**src/rtl/clk_stop_pkg.sv**
```systemverilog
package clk_stop_pkg;
  localparam int DATA_W = 32;
  localparam int GATE_W = 16;
  localparam int STAB_W = 4;

  localparam int PLL_EN_BIT  = 8;
  localparam int PLL_BYP_BIT = 9;
  localparam int PLL_STB_BIT = 10;

  localparam int GB_UART0 = 0;
  localparam int GB_TIMER = 1;
  localparam int GB_DMA   = 12;

  localparam logic [GATE_W-1:0] SUSPEND_MASK =
    GATE_W'((1 << GB_UART0) | (1 << GB_TIMER) | (1 << GB_DMA));

  typedef enum logic [1:0] {
    SEL_GATE = 2'd0,
    SEL_PLL  = 2'd1,
    SEL_LPWR = 2'd2,
    SEL_NONE = 2'd3
  } reg_sel_e;

  typedef enum logic [1:0] {
    SQ_IDLE     = 2'd0,
    SQ_SUSP_PLL = 2'd1,
    SQ_RES_WAIT = 2'd2
  } seq_state_e;
endpackage

```
**src/rtl/clk_stop_settle.sv**
```systemverilog
module clk_stop_settle
  import clk_stop_pkg::*;
#(
  parameter int SCALE = 4
) (
  input  logic              clk_i,
  input  logic              rst_ni,
  input  logic              en_i,
  input  logic [STAB_W-1:0] stab_i,
  output logic              stable_o
);
  localparam int MAX_T = (1 << STAB_W) * SCALE;
  localparam int CNT_W = $clog2(MAX_T) + 1;

  logic [CNT_W-1:0] cnt_q;
  logic [CNT_W-1:0] target;
  logic             stable_q;

  assign target = CNT_W'((32'(stab_i) + 32'd1) * 32'(SCALE));

  always_ff @(posedge clk_i or negedge rst_ni) begin
    if (!rst_ni) begin
      cnt_q    <= '0;
      stable_q <= 1'b0;
    end else if (!en_i) begin
      cnt_q    <= '0;
      stable_q <= 1'b0;
    end else if (!stable_q) begin
      cnt_q <= cnt_q + 1'b1;
      if (cnt_q >= target - 1'b1) stable_q <= 1'b1;
    end
  end

  // flag falls combinationally with enable
  assign stable_o = stable_q & en_i;

  assert_stable_holds_R6: assert property (@(posedge clk_i) disable iff (!rst_ni)
    (stable_q && en_i) |=> stable_q);
  assert_stable_clears_R6: assert property (@(posedge clk_i) disable iff (!rst_ni)
    !en_i |=> !stable_q);
endmodule

```
**src/rtl/clk_stop_fsm.sv**
```systemverilog
module clk_stop_fsm
  import clk_stop_pkg::*;
(
  input  logic clk_i,
  input  logic rst_ni,
  input  logic suspend_req_i,
  input  logic resume_req_i,
  input  logic pll_stable_i,
  output logic stop_set_o,
  output logic pll_off_o,
  output logic pll_on_o,
  output logic stop_clr_o,
  output logic busy_o
);
  seq_state_e state_q, state_d;

  assign stop_set_o = (state_q == SQ_IDLE) && suspend_req_i;
  assign pll_on_o   = (state_q == SQ_IDLE) && !suspend_req_i && resume_req_i;
  assign pll_off_o  = (state_q == SQ_SUSP_PLL);
  assign stop_clr_o = (state_q == SQ_RES_WAIT) && pll_stable_i;
  assign busy_o     = (state_q != SQ_IDLE);

  always_comb begin
    state_d = state_q;
    unique case (state_q)
      SQ_IDLE: begin
        if (stop_set_o)    state_d = SQ_SUSP_PLL;
        else if (pll_on_o) state_d = SQ_RES_WAIT;
      end
      SQ_SUSP_PLL: state_d = SQ_IDLE;
      SQ_RES_WAIT: if (pll_stable_i) state_d = SQ_IDLE;
      default:     state_d = SQ_IDLE;
    endcase
  end

  always_ff @(posedge clk_i or negedge rst_ni) begin
    if (!rst_ni) state_q <= SQ_IDLE;
    else         state_q <= state_d;
  end

  assert_susp_one_cycle_R4: assert property (@(posedge clk_i) disable iff (!rst_ni)
    (state_q == SQ_SUSP_PLL) |=> (state_q == SQ_IDLE));
  assert_wait_holds_R9: assert property (@(posedge clk_i) disable iff (!rst_ni)
    (state_q == SQ_RES_WAIT && !pll_stable_i) |=> (state_q == SQ_RES_WAIT));
endmodule

```
**src/rtl/clk_stop_regs.sv**
```systemverilog
module clk_stop_regs
  import clk_stop_pkg::*;
#(
  parameter logic [STAB_W-1:0] STAB_RESET = 4'd3
) (
  input  logic              clk_i,
  input  logic              rst_ni,
  input  logic              wr_en_i,
  input  logic [1:0]        wr_sel_i,
  input  logic [DATA_W-1:0] wr_data_i,
  input  logic              stop_set_i,
  input  logic              stop_clr_i,
  input  logic              pll_on_i,
  input  logic              pll_off_i,
  input  logic              busy_i,
  output logic [GATE_W-1:0] stop_q_o,
  output logic              pll_en_o,
  output logic              pll_byp_o,
  output logic [STAB_W-1:0] stab_o,
  output logic              sleep_o
);
  logic block_wr;
  logic wr_stop, wr_pll, wr_lp;
  logic unused_wr;

  assign block_wr = busy_i | stop_set_i | pll_on_i;
  assign wr_stop  = wr_en_i && (wr_sel_i == SEL_GATE) && !block_wr;
  assign wr_pll   = wr_en_i && (wr_sel_i == SEL_PLL) && !block_wr;
  assign wr_lp    = wr_en_i && (wr_sel_i == SEL_LPWR);
  assign unused_wr = ^wr_data_i[DATA_W-1:GATE_W];

  always_ff @(posedge clk_i or negedge rst_ni) begin
    if (!rst_ni) begin
      stop_q_o <= '0;
    end else if (stop_set_i) begin
      stop_q_o <= stop_q_o | SUSPEND_MASK;
    end else if (stop_clr_i) begin
      stop_q_o <= stop_q_o & ~SUSPEND_MASK;
    end else if (wr_stop) begin
      stop_q_o <= wr_data_i[GATE_W-1:0];
    end
  end

  always_ff @(posedge clk_i or negedge rst_ni) begin
    if (!rst_ni) begin
      pll_en_o  <= 1'b1;
      pll_byp_o <= 1'b0;
      stab_o    <= STAB_RESET;
    end else if (pll_off_i) begin
      pll_en_o <= 1'b0;
    end else if (pll_on_i) begin
      pll_en_o <= 1'b1;
    end else if (wr_pll) begin
      pll_en_o  <= wr_data_i[PLL_EN_BIT];
      pll_byp_o <= wr_data_i[PLL_BYP_BIT];
      stab_o    <= wr_data_i[STAB_W-1:0];
    end
  end

  always_ff @(posedge clk_i or negedge rst_ni) begin
    if (!rst_ni)    sleep_o <= 1'b0;
    else if (wr_lp) sleep_o <= wr_data_i[0];
  end

  assert_suspend_stops_R3: assert property (@(posedge clk_i) disable iff (!rst_ni)
    stop_set_i |=> ((stop_q_o & SUSPEND_MASK) == SUSPEND_MASK));
  assert_resume_enables_R5: assert property (@(posedge clk_i) disable iff (!rst_ni)
    pll_on_i |=> pll_en_o);
  assert_busy_write_dropped_R10: assert property (@(posedge clk_i) disable iff (!rst_ni)
    (wr_en_i && wr_sel_i == SEL_GATE && busy_i && !stop_clr_i) |=> $stable(stop_q_o));
endmodule

```
**src/rtl/clk_stop_seq.sv**
```systemverilog
module clk_stop_seq
  import clk_stop_pkg::*;
#(
  parameter int                SETTLE_SCALE = 4,
  parameter logic [STAB_W-1:0] STAB_RESET   = 4'd3
) (
  input  logic              clk_i,
  input  logic              rst_ni,
  input  logic              wr_en_i,
  input  logic [1:0]        wr_sel_i,
  input  logic [DATA_W-1:0] wr_data_i,
  input  logic [1:0]        rd_sel_i,
  output logic [DATA_W-1:0] rd_data_o,
  input  logic              suspend_req_i,
  input  logic              resume_req_i,
  output logic              busy_o,
  output logic [GATE_W-1:0] clk_run_o,
  output logic              pll_en_o,
  output logic              pll_bypass_o,
  output logic              pll_stable_o,
  output logic              sleep_mode_o
);
  logic              stop_set, stop_clr, pll_on, pll_off;
  logic [GATE_W-1:0] stop_q;
  logic [STAB_W-1:0] stab;

  clk_stop_fsm u_fsm (
    .clk_i        (clk_i),
    .rst_ni       (rst_ni),
    .suspend_req_i(suspend_req_i),
    .resume_req_i (resume_req_i),
    .pll_stable_i (pll_stable_o),
    .stop_set_o   (stop_set),
    .pll_off_o    (pll_off),
    .pll_on_o     (pll_on),
    .stop_clr_o   (stop_clr),
    .busy_o       (busy_o)
  );

  clk_stop_regs #(.STAB_RESET(STAB_RESET)) u_regs (
    .clk_i     (clk_i),
    .rst_ni    (rst_ni),
    .wr_en_i   (wr_en_i),
    .wr_sel_i  (wr_sel_i),
    .wr_data_i (wr_data_i),
    .stop_set_i(stop_set),
    .stop_clr_i(stop_clr),
    .pll_on_i  (pll_on),
    .pll_off_i (pll_off),
    .busy_i    (busy_o),
    .stop_q_o  (stop_q),
    .pll_en_o  (pll_en_o),
    .pll_byp_o (pll_bypass_o),
    .stab_o    (stab),
    .sleep_o   (sleep_mode_o)
  );

  clk_stop_settle #(.SCALE(SETTLE_SCALE)) u_settle (
    .clk_i   (clk_i),
    .rst_ni  (rst_ni),
    .en_i    (pll_en_o),
    .stab_i  (stab),
    .stable_o(pll_stable_o)
  );

  assign clk_run_o = ~stop_q;

  always_comb begin
    rd_data_o = '0;
    unique case (rd_sel_i)
      SEL_GATE: rd_data_o[GATE_W-1:0] = stop_q;
      SEL_PLL: begin
        rd_data_o[STAB_W-1:0]  = stab;
        rd_data_o[PLL_EN_BIT]  = pll_en_o;
        rd_data_o[PLL_BYP_BIT] = pll_bypass_o;
        rd_data_o[PLL_STB_BIT] = pll_stable_o;
      end
      SEL_LPWR: rd_data_o[0] = sleep_mode_o;
      default:  rd_data_o = '0;
    endcase
  end

  assert_ungate_after_stable_R5: assert property (@(posedge clk_i) disable iff (!rst_ni)
    ($rose(clk_run_o[GB_DMA]) && $past(busy_o)) |-> $past(pll_stable_o));
  assert_pll_off_after_stop_R4: assert property (@(posedge clk_i) disable iff (!rst_ni)
    $fell(pll_en_o) && $past(busy_o) |-> ((clk_run_o & SUSPEND_MASK) == '0));
endmodule

```
**config.mk**
```make
export PLATFORM = sky130hd
export DESIGN_NAME = clk_stop_seq
export DESIGN_NICKNAME = d
export VERILOG_FILES = /design/src/rtl/clk_stop_pkg.sv /design/src/rtl/clk_stop_settle.sv /design/src/rtl/clk_stop_fsm.sv /design/src/rtl/clk_stop_regs.sv /design/src/rtl/clk_stop_seq.sv
export SDC_FILE = /design/constraint.sdc
export NUM_CORES = 1
export LEC_CHECK = 0
export BUFFER_PORTS_ARGS = -buffer_cell sky130_fd_sc_hd__buf_2
export CAP_MARGIN = 20
export CORE_MARGIN = 3
export CORE_UTILIZATION = 30
export CTS_BUF_LIST = sky130_fd_sc_hd__clkbuf_16
export DETAILED_ROUTE_END_ITERATION = 8
export GPL_TIMING_DRIVEN = 0
export PLACE_DENSITY = 0.57
export REMOVE_ABC_BUFFERS = 1
export SETUP_SLACK_MARGIN = 0.05
export SYNTH_ARGS = -nofsm -noshare
export SYNTH_HDL_FRONTEND = slang
export SYNTH_SLANG_ARGS = --single-unit
```
**constraint.sdc**
```tcl
create_clock -name clk_i -period 2.27 [get_ports clk_i]
set_input_delay 0 -clock clk_i [delete_from_list [all_inputs] [get_ports clk_i]]
set_output_delay 0 -clock clk_i [all_outputs]
set_load 0.05 [all_outputs]
```
==> results of run 1 <==
==> stage by stage <==
stage / util (%) / cells / hold WS (ns)
after floorplan: - / 194 / -0.296
after global placement: 35.6 / 332 / 0.119
after detailed placement: 35.6 / 332 / 0.120
after CTS: 41.0 / 355 / 0.000589
after global routing: 41.3 / 355 / 0.00927
final: 41.3 / 355 / 0.00499
==> worst max-delay path: cells and delay by family, from the launching register on <==
kind / cells / cell delay [ns]
AO/OA/AOI/OAI: 1 / 0.16
flip-flops: 1 / 0.46
AND/OR/NAND/NOR: 2 / 1.29
==> worst max-delay path by stage <==
stage,end,slack (ns),cells after the start
floorplan,u_settle.stable_q,0.20,7
global placement,u_regs.stop_q_o[12],-0.07,3
detailed placement,u_regs.stop_q_o[12],-0.13,3
CTS,u_settle.stable_q,0.09,7
global route,u_settle.stable_q,0.05,8
finish,u_regs.stop_q_o[1],0.21,3
==> flip-flops by register name, indices dropped and copies added, names as in the netlist <==
name	cells
u_fsm.state_q	2
u_regs.pll_byp_o	1
u_regs.pll_en_o	1
u_regs.sleep_o	1
u_regs.stab_o	4
u_regs.stop_q_o	16
u_settle.cnt_q	7
u_settle.stable_q	1
==> cell usage in the layout (no fill, tap or decap), types with 3 or more instances in the layout <==
cell type	Yosys	routed
and2_1	5	4
buf_2	2	61
clkbuf_16	0	5
conb_1	1	16
dfrtp_1	30	30
dfstp_2	3	3
dlygate4sd3_1	0	15
ha_1	8	8
inv_1	22	22
mux2_2	6	6
mux2i_1	8	8
nand2_1	7	7
nand3_1	15	15
nand4b_1	3	3
nor2_1	8	8
nor3_1	9	9
o211ai_1	3	3
o21ai_0	6	5
o21ai_2	10	10
o31ai_1	3	3
xnor2_1	5	5
==> power by group through the flow <==
stage	combinational, mW	clock (mW)	sequential, mW
2_1_floorplan	1.31	0	1.04
3_3_place_gp	1.72	0	1.01
3_5_place_dp	1.73	0	1.02
4_1_cts	1.76	0.891	1.01
5_1_grt	1.89	0.917	1.04
6_report	1.75	0.866	1.02
==> final cells by class <==
type / count / area [um2]
Clock buffer: 5 / 125
Tap cell: 77 / 96.3
Multi-Input combinational cell: 138 / 997
Sequential cell: 33 / 830
Fill cell: 627 / 3770
Clock inverter: 3 / 65.1
Inverter: 23 / 86.3
Timing Repair Buffer: 76 / 455
==> routing by layer <==
layer	GRT usage, %	routed length, um
met5	0	0
met4	4.60	71
met3	2.73	216
met2	22.4	2500
met1	17.9	2200
==> Yosys cell counts (2+ instances only) <==
| library cell | count | area share (%) |
|---|---|---|
| dfrtp_1 | 30 | 37 |
| inv_1 | 22 | 4.1 |
| buf_4 | 17 | 6.3 |
| nand3_1 | 15 | 3.7 |
| o21ai_2 | 10 | 4.4 |
| nor3_1 | 9 | 2.2 |
| ha_1 | 8 | 5.0 |
| mux2i_1 | 8 | 4.0 |
| nor2_1 | 8 | 1.5 |
| nand2_1 | 7 | 1.3 |
| mux2_2 | 6 | 3.4 |
| o21ai_0 | 6 | 1.5 |
| and2_1 | 5 | 1.6 |
| clkbuf_1 | 5 | 0.93 |
| xnor2_1 | 5 | 2.2 |
| dfstp_2 | 3 | 3.9 |
| nand4b_1 | 3 | 1.3 |
| o211ai_1 | 3 | 1.1 |
| o31ai_1 | 3 | 1.1 |
| a31oi_1 | 2 | 0.62 |
| buf_2 | 2 | 0.50 |
| nand2_2 | 2 | 0.62 |
| nand3b_1 | 2 | 0.75 |
| nand4_1 | 2 | 0.62 |
| nor4b_1 | 2 | 0.87 |
| or4_1 | 2 | 0.75 |
==> kinds of logic (layout without fill, tap and decap cells) <==
| group | Yosys count | after routing |
|---|---|---|
| adder cells (fa/ha/maj) | 8 | 8 |
| other | 1 | 16 |
| XOR/XNOR | 5 | 5 |
| AND/OR/NAND/NOR | 62 | 62 |
| buffers and inverters | 49 | 107 |
| flip-flops | 33 | 33 |
| AO/OA/AOI/OAI | 33 | 33 |
| multiplexers | 14 | 14 |
==> repair_timing <==
| item | in CTS | in global routing |
|---|---|---|
| endpoints found under the hold margin | 47 | 0 |
| gates resized for setup | 3 | 3 |
| setup endpoints to repair | 17 | 1 |
| hold buffers | 15 | 0 |
==> out/metrics.yaml, run 1 <==
hold_path:
  hp-class: "in -> reg"
  hold_start: "wr_data_i[12]"
  min_to: "u_regs.stop_q_o[12]"
  whs_path_depth: 3
yosys:
  synth-simple-area-share_pct: 18.5
  synth-seq-cells: 33
  synth_top_family_by_area: "simple AND/OR/NAND/NOR gates"
  synth-edff-count: 0
  ys_types: 44
  syn_area_mm2: 0.00201
  synth_mux_area_share_pct: 7.33
  ys_seq_area_share_pct: 41.2
  yosysWarnings: 0
  yosys.area_share.adder_pct: 4.97
  synth_area_per_cell_um2: 9.82
  synth_xor_area_share_pct: 2.18
  synthCells: 205
  async_reset_ff_share_pct: 100
  synth_flop_cell: "dfrtp_1"
  synth_compound_area_share_pct: 12.3
route:
  dr_total_vias: 1687
  drc_errors: 0
  wl_um: 4990
  drtAntennaViolNets: 0
  viasPerCell: 4.75
  dr.pass1.iters: 4
  wl_per_cell_um: 14.1
  drtIter0Drc: 74
floorplanning:
  pin_count: 94
  die_width_um: 87.9
  dieHeight_um: 87.9
  start_util_pct: 31.3
  core-area_mm2: 0.00642
  rows: 29
  fp.dieArea_mm2: 0.00773
critical_path:
  critPathLaunchType: "register"
  cp-startpoint: "u_fsm.state_q[1]"
  rr_endpoint: "u_regs.stop_q_o[1]"
  cp_slowest_stage_delay_ns: 0.71
  cp_data_arrival_time_ns: 2.19
  critPathKind: "reg -> reg"
  cp_data_required_time_ns: 2.41
  regToRegStartpoint: "u_fsm.state_q[1]"
  crit_chain: "nor3_4 -> and2_2 -> o211ai_1"
  critPathSlowestCell: "nor3_4"
  r2r_cells: 3
  cp_max_fo: 19
  critPathCaptureType: "register"
  rrSetupSlack_ns: 0.21
global_route:
  grt_max_degree: 34
  grt_usage_pct: 13.6
  grt.overflow.total: 0
  grt_pass1_wl_um: 8170
  antenna_found_initial: 0
  grt_pass1_vias: 1684
power:
  pwr-share-seq_pct: 28.0
  p_sw_mw: 1.70
  total_power_mw: 3.63
  power_density_mw_per_mm2: 1370
  internal_power_mw: 1.93
  vdd_drop_max_mv: 0.594
  leakage_nw: 1.33
  combinationalPowerShare_pct: 48.2
  clkPwrFrac_pct: 23.8
  switching_share_pct: 46.8
placement:
  gp_congestion: 0.770
  numPortBuffers: 61
  place_ws_ns: -0.129
  hpwl_um: 3450
  post_dp_cell_area_mm2: 0.00229
run:
  maxCapViolations: 0
final_layout:
  layout-area-overhead-vs-synth_pct: 31.9
  nets: 326
  fin_area_mm2: 0.00266
  antenna-diode-count: 0
  drive_gt1_share_pct: 35.6
cts:
  htree_levels: 2
  cts_buffers: 5
  cts.sinks: 33
  path_clk_slew_ns: 0.05
  clockBufferDepth: 2
  clock_latency_ns: 0.27
  clockRootBuffer: "clkbuf_16"
  cts_tree: "done"
  cts_setup_buffers: 0
timing:
  rsz0062_at_grt: "no"
  setup_ws_ns: 0.211
  setup_violations: 0
  slew_viol_final: 0
  fin_setup_tns_ns: 0
  hold_viol: 0
  worst_pin_slew_ns: 1.02
  fin_crit_sh_pct: 90.7
  max_freq_mhz: 486
  skew_ns: 0.00478
  period_minus_slack_ns: 2.06
  max-slew-margin-rel_pct: 32.0
status:
  status: "completed"
(Power assumes the default switching activity.)
==> run 2, diff against run 1 <==
- BUFFER_PORTS_ARGS: -buffer_cell sky130_fd_sc_hd__buf_2 -> not set
- CORE_MARGIN: 3 -> not set
- DONT_BUFFER_PORTS: not set -> 1
- PLACE_DENSITY: 0.57 -> 0.45
==> run 2 against run 1 <==
Effect of this change:
- wire length shrank 6.1%
- clock power shrank 28%
- fmax shrank 0.72%
- critical endpoint is now u_settle.stable_q
- highest routed layer is now met3
- die area shrank 8.9%
- the run now ends with design-rule violations left
- hold slack gained 0.011 ns
- core utilization shrank 2.8 points
- non-clock buffer count shrank 42
==> out/metrics.yaml, run 2 (same netlist as run 1, synthesis figures left out) <==
final_layout:
  nets: 284  # was 326
  layout_common_cells: "30 x dfrtp_1, 22 x inv_1, 19 x dlygate4sd3_1, 16 x conb_1, 15 x nand3_1"  # was 61 x buf_2, 30 x dfrtp_1, 22 x inv_1, 16 x conb_1
  regArea_um2: 830  # unchanged
  largest_reg_flops: 16  # unchanged
  drive_gt1_share_pct: 21.6  # was 35.6%
  fillerInstances: 660  # was 627
  multiInputGateArea_um2: 998  # was 997 um2
  layout-area-overhead-vs-synth_pct: 23.0  # was 31.9%
  antenna-diode-count: 0  # unchanged
  fin_area_mm2: 0.00248  # was 0.00266 mm2
  final_common_cell: "dfrtp_1"  # was buf_2
  regMostFlops: "u_regs.stop_q_o"  # unchanged
  layout_top_registers: "u_regs.stop_q_o: 16 flops, u_settle.cnt_q: 7 flops, u_regs.stab_o: 4 flops"  # unchanged
route:
  drtAntennaViolNets: 0  # unchanged
  wl_um: 4680  # was 4990 um
  dr.pass1.iters: 8  # was 4
  dr_total_vias: 1530  # was 1687
  drtIter0Drc: 61  # was 74
  wl_per_cell_um: 15.0  # was 14.1 um
  drc_errors: 12  # was 0
  viasPerCell: 4.89  # was 4.75
run:
  maxCapViolations: 0  # unchanged
placement:
  gp_congestion: 0.692  # was 0.770
  numPortBuffers: 0  # was 61
  post_dp_cell_area_mm2: 0.00205  # was 0.00229 mm2
  hpwl_um: 3200  # was 3450 um
  place_ws_ns: -0.122  # was -0.129 ns
global_route:
  antenna_found_initial: 0  # unchanged
  grt_pass1_wl_um: 7530  # was 8170 um
  grt.overflow.total: 0  # unchanged
  grt_usage_pct: 13.6  # about the same
  grt_pass1_vias: 1467  # was 1684
  grt_max_degree: 34  # unchanged
critical_path:
  path_delay_family: "compound AO/OA/AOI/OAI gates"  # was simple AND/OR/NAND/NOR gates
  cpMostUsedCell: "ha_1"
  cp_slowest_stage_delay_ns: 0.60  # was 0.71 ns
  critPathKind: "reg -> reg"  # unchanged
  cp_max_fo: 7  # was 19
  cp_data_arrival_time_ns: 2.24  # was 2.19 ns
  crit_buf_inv: 0  # unchanged
  critPathCaptureType: "register"  # unchanged
  critPathSlowestCell: "dfstp_2"  # was nor3_4
  cp_data_required_time_ns: 2.43  # was 2.41 ns
  crit_chain: "ha_1 -> nor4b_1 -> a31oi_1 -> ha_1 -> a2111oi_4 -> o21ai_1 -> o21a_1"  # was nor3_4 -> and2_2 -> o211ai_1
  critPathLaunchType: "register"  # unchanged
cts:
  cts.sinks: 33  # unchanged
  htree_levels: 2  # unchanged
  clock_latency_ns: 0.27  # about the same
  cts_tree: "done"  # unchanged
  cts_buffers: 5  # unchanged
  clockBufferDepth: 2  # unchanged
  path_clk_slew_ns: 0.05  # about the same
  clockRootBuffer: "clkbuf_16"  # unchanged
status:
  violations: "design-rule violations"
  status: "finished, violations left"  # was completed
timing:
  fin_setup_tns_ns: 0  # unchanged
  max-slew-margin-rel_pct: 35.0  # was 32.0%
  max_freq_mhz: 482  # was 486 MHz
  setup_ws_ns: 0.196  # was 0.211 ns
  whs_ns: 0.0155  # was 0.00499 ns
  hold_viol: 0  # unchanged
  fin_crit_sh_pct: 91.4  # was 90.7%
  period_minus_slack_ns: 2.07  # was 2.06 ns
  worst_pin_slew_ns: 0.968  # was 1.02 ns
  skew_ns: 0.00157  # was 0.00478 ns
  setup_violations: 0  # unchanged
  rsz0062_at_grt: "yes"  # was no
  slew_viol_final: 0  # unchanged
floorplanning:
  rows: 29  # unchanged
  pin_count: 94  # unchanged
  die_width_um: 83.9  # was 87.9 um
  core-area_mm2: 0.00642  # unchanged
  start_util_pct: 31.3  # unchanged
  dieHeight_um: 83.9  # was 87.9 um
  fp.dieArea_mm2: 0.00704  # was 0.00773 mm2
power:
  vdd_drop_max_mv: 0.509  # was 0.594 mV
  leakage_nw: 1.14  # was 1.33 nW
  power_density_mw_per_mm2: 1330  # was 1370 mW/mm2
hold_path:
  hp-class: "in -> reg"  # unchanged
run 2: cell types whose count changed in the layout (fill, tap and decap cells not counted), sizes merged:
| cell | before | now |
|---|---|---|
| buf | 61 | 15 |
| dlygate4sd3 | 15 | 19 |
| bufinv | 2 | 0 |
| clkinv | 1 | 3 |
run 2: repair_timing:
item / CTS / global route
resized for setup: 4 / 3
buffers inserted: 0 / 5
hold buffers: 20 / 0
setup endpoints to repair: 9 / 6
endpoints found under the hold margin: 57 / 0
pin swaps: 0 / 1
run 2: metal layers:
| layer | track usage [%] | wire length (um) | up-vias |
|---|---|---|---|
| met4 | 3.76 | 0 | 0 |
| met2 | 21.0 | 2280 | 45 |
| li1 | - | - | 743 |
| met3 | 3.86 | 233 | 0 |
| met1 | 18.5 | 2170 | 742 |
| met5 | 0 | 0 | - |
run 2: path summary, 6_finish.rpt:
| kind | to | from | slack [ns] | depth (start not counted) |
|---|---|---|---|---|
| max | u_settle.stable_q | u_regs.stab_o[0] | 0.20 | 7 |
| min | u_regs.stop_q_o[13] | resume_req_i | 0.02 | 3 |
| max reg2reg | u_settle.stable_q | u_regs.stab_o[0] | 0.20 | 7 |
| min reg2reg | u_regs.stop_q_o[12] | u_regs.stop_q_o[12] | 0.56 | 2 |
| max in group asynchronous | u_regs.stab_o[1] | rst_ni | 1.84 | 2 |
| min in group asynchronous | u_regs.stop_q_o[9] | rst_ni | 0.17 | 2 |
run 2: power by group:
| part | internal (mW) | switching (mW) |
|---|---|---|
| Clock | 0.396 | 0.232 |
| Combinational | 0.411 | 1.15 |
| Sequential | 0.819 | 0.273 |
run 2: metrics by stage:
| stage | utilization (%) | total power [mW] | std cells |
|---|---|---|---|
| floorplan | - | 2.35 | 194 |
| global placement | 30.9 | 2.52 | 271 |
| CTS | 37.5 | 3.27 | 308 |
| finish | 38.6 | 3.28 | 313 |
| global route | 38.6 | 3.48 | 313 |
| detailed placement | 31.9 | 2.56 | 280 |
run 2: layout make-up:
type	instances	area share, %
clock buffer	5	5.05
clock inverter	3	0.505
inverter	23	3.49
multi-input combinational	138	40.3
sequential	33	33.5
tap	77	3.89
timing repair buffer	34	13.2
run 2: worst reg2reg max path: cells and delay by family (launching register included):
family	cells	cell delay, ns
AO/OA/AOI/OAI	4	0.71
adder cells (fa/ha/maj)	2	0.44
flip-flops	1	0.60
AND/OR/NAND/NOR	1	0.22
==> run 3, diff against run 2 <==
- CORE_ASPECT_RATIO: not set -> 0.75
- GPL_ROUTABILITY_DRIVEN: not set -> 0
==> run 3 against run 2 <==
Effect of this change:
- the flow now finishes without violations
- count of clock-buffer cells in the layout is the same
- global-route usage grew 0.78 points
- die area about the same
- first-iteration DRC count up 46%
- critical path depth is 1 higher
- register-to-register slack worse by 0.05 ns
- sequential share of layout area increased by 0.10 points
- total power about the same
- cell count rose by 0.96%
- core utilization rose by 0.13 points
- hold slack got worse by 0.0021 ns
- non-clock buffer count shrank 1
==> out/metrics.yaml, run 3 (same netlist as run 1, synthesis figures left out) <==
critical_path:
  rrSetupSlack_ns: 0.15  # was 0.20 ns
  regToRegStartpoint: "u_regs.stab_o[0]"  # unchanged
  rr_endpoint: "u_settle.stable_q"  # unchanged
  cp_data_required_time_ns: 2.43  # about the same
  critPathLaunchType: "register"  # unchanged
  critPathKind: "reg -> reg"  # unchanged
  critPathCaptureType: "register"  # unchanged
  r2r_cells: 8  # was 7
  cp_data_arrival_time_ns: 2.28  # was 2.24 ns
  cp_max_fo: 6  # was 7
power:
  power_density_mw_per_mm2: 1330  # about the same
  combinationalPowerShare_pct: 47.2  # was 47.6%
  pwr-share-seq_pct: 33.3  # about the same
  switching_share_pct: 50.8  # was 50.5%
  vdd_drop_max_mv: 0.442  # was 0.509 mV
  p_sw_mw: 1.67  # was 1.66 mW
  total_power_mw: 3.28  # about the same
  internal_power_mw: 1.61  # was 1.63 mW
  leakage_nw: 1.14  # about the same
  clkPwrFrac_pct: 19.4  # was 19.1%
route:
  wl_per_cell_um: 15.4  # was 15.0 um
  wl_um: 4860  # was 4680 um
  drtAntennaViolNets: 0  # unchanged
  dr_total_vias: 1549  # was 1530
  drtIter0Drc: 89  # was 61
  met1Wirelength_um: 2520  # was 2170 um
  top_layer_used: "met4"  # was met3
  viasPerCell: 4.90  # was 4.89
  dr.pass1.iters: 4  # was 8
  met2WireLength_um: 2050  # was 2280 um
  drc_errors: 0  # was 12
  wl_met3_um: 238  # was 233 um
cts:
  cts_buffers: 5  # unchanged
  cts_tree: "done"  # unchanged
  cts.sinks: 33  # unchanged
  clockRootBuffer: "clkbuf_16"  # unchanged
  clockBufferDepth: 2  # unchanged
  htree_levels: 2  # unchanged
  path_clk_slew_ns: 0.05  # about the same
  clock_latency_ns: 0.28  # was 0.27 ns
placement:
  hpwl_um: 3230  # was 3200 um
  numPortBuffers: 0  # unchanged
hold_path:
  whs_path_depth: 3  # unchanged
  min_to: "u_regs.stop_q_o[8]"  # was u_regs.stop_q_o[13]
  hp-class: "in -> reg"  # unchanged
  hold_start: "resume_req_i"  # unchanged
timing:
  fin_crit_sh_pct: 93.5  # was 91.4%
  hold_viol: 0  # unchanged
  max-slew-margin-rel_pct: 32.8  # was 35.0%
  worst_pin_slew_ns: 1.00  # was 0.968 ns
  slew_viol_final: 0  # unchanged
  rsz0062_at_grt: "yes"  # unchanged
  period_minus_slack_ns: 2.12  # was 2.07 ns
  max_freq_mhz: 471  # was 482 MHz
  setup_violations: 0  # unchanged
  fin_setup_tns_ns: 0  # unchanged
  skew_ns: 0.00446  # was 0.00157 ns
run:
  maxCapViolations: 0  # unchanged
floorplanning:
  rows: 25  # was 29
  dieHeight_um: 72.9  # was 83.9 um
  core-area_mm2: 0.00638  # was 0.00642 mm2
  die_width_um: 96.6  # was 83.9 um
  start_util_pct: 31.5  # was 31.3%
  pin_count: 94  # unchanged
  fp.dieArea_mm2: 0.00705  # was 0.00704 mm2
final_layout:
  layout_common_cells: "30 x dfrtp_1, 24 x inv_1, 19 x dlygate4sd3_1, 16 x conb_1, 15 x nand3_1"  # was 30 x dfrtp_1, 22 x inv_1, 19 x dlygate4sd3_1, 16 x conb_1, 15 x nand3_1
  nets: 283  # was 284
  fillerInstances: 653  # was 660
  final_common_cell: "dfrtp_1"  # unchanged
  layout_top_registers: "u_regs.stop_q_o: 16 flops, u_settle.cnt_q: 7 flops, u_regs.stab_o: 4 flops"  # unchanged
  regMostFlops: "u_regs.stop_q_o"  # unchanged
  antenna-diode-count: 0  # unchanged
  finish.utilization_pct: 38.7  # was 38.6%
  layout-area-overhead-vs-synth_pct: 22.6  # was 23.0%
  drive_gt1_share_pct: 21.7  # was 21.6%
  multiInputGateArea_mm2: 0.00101  # was 998 um2
  regArea_um2: 830  # unchanged
  largest_reg_flops: 16  # unchanged
global_route:
  antenna_found_initial: 0  # unchanged
  grt_max_degree: 34  # unchanged
  grt_usage_pct: 14.4  # was 13.6%
  grt_pass1_vias: 1464  # was 1467
  grt_pass1_wl_um: 7450  # was 7530 um
  grt.overflow.total: 0  # unchanged
status:
  status: "completed"  # was finished, violations left
## run 3: worst max path at each step
| stage | startpoint | to | slack [ns] | cells after the start |
|---|---|---|---|---|
| after global routing | u_regs.stab_o[0] | u_settle.stable_q | 0.04 | 8 |
| final | u_regs.stab_o[0] | u_settle.stable_q | 0.15 | 8 |
| after global placement | u_fsm.state_q[1] | u_regs.stop_q_o[1] | -0.1 | 3 |
| after detailed placement | u_regs.stab_o[0] | u_settle.stable_q | -0.14 | 7 |
| after CTS | u_regs.stab_o[0] | u_settle.stable_q | 0.09 | 8 |
| after floorplan | u_regs.stab_o[0] | u_settle.stable_q | 0.20 | 7 |
## run 3: metrics by stage
stage | instance area [um2] | setup WS, ns | hold WS, ns | instances
global route | 2470 | 0.0433 | 0.0115 | 316
global placement | 1990 | -0.0963 | -0.294 | 275
CTS | 2430 | 0.0897 | 0.0156 | 313
floorplan | 1890 | 0.195 | -0.296 | 194
detailed placement | 2060 | -0.144 | -0.294 | 285
finish | 2470 | 0.148 | 0.0134 | 316
## run 3: repair_timing
item / CTS / global route
endpoints found under the hold margin: 57 / 0
pin swaps: 0 / 1
setup buffers: 0 / 3
endpoints found under the setup margin: 13 / 3
hold buffers: 20 / 0
gates resized for setup: 5 / 3
## run 3: cell type report
cell class / count / area share (%)
multi-input cells: 138 / 40.8
flip-flops and latches: 33 / 33.6
repair buffers: 33 / 12.5
clock buffers: 5 / 5.07
well taps: 81 / 4.11
inverters: 23 / 3.50
clock inverters: 3 / 0.456
## run 3: worst max-delay path: stages, from the launching register on
cell and delay (ns):
dfstp_2 0.59, ha_2 0.21, nor2_1 0.04, a31oi_1 0.14, a31oi_1 0.11, ha_1 0.24, a2111oi_4 0.35, o21ai_0 0.14
o21a_1 0.18
## run 3: power by group through the flow
| stage | Clock, mW | Sequential [mW] | Combinational [mW] |
|---|---|---|---|
| 2_1_floorplan | 0 | 1.04 | 1.31 |
| 3_3_place_gp | 0 | 1.10 | 1.41 |
| 3_5_place_dp | 0 | 1.10 | 1.45 |
| 4_1_cts | 0.649 | 1.10 | 1.51 |
| 5_1_grt | 0.691 | 1.13 | 1.65 |
| 6_report | 0.638 | 1.09 | 1.55 |
## run 3: per-layer routing
metal / GRT usage [%] / up-vias
met4: 5.88 / 0
met1: 20.6 / 756
li1: - / 738
met3: 3.54 / 4
met2: 20.5 / 51
met5: 0 / -
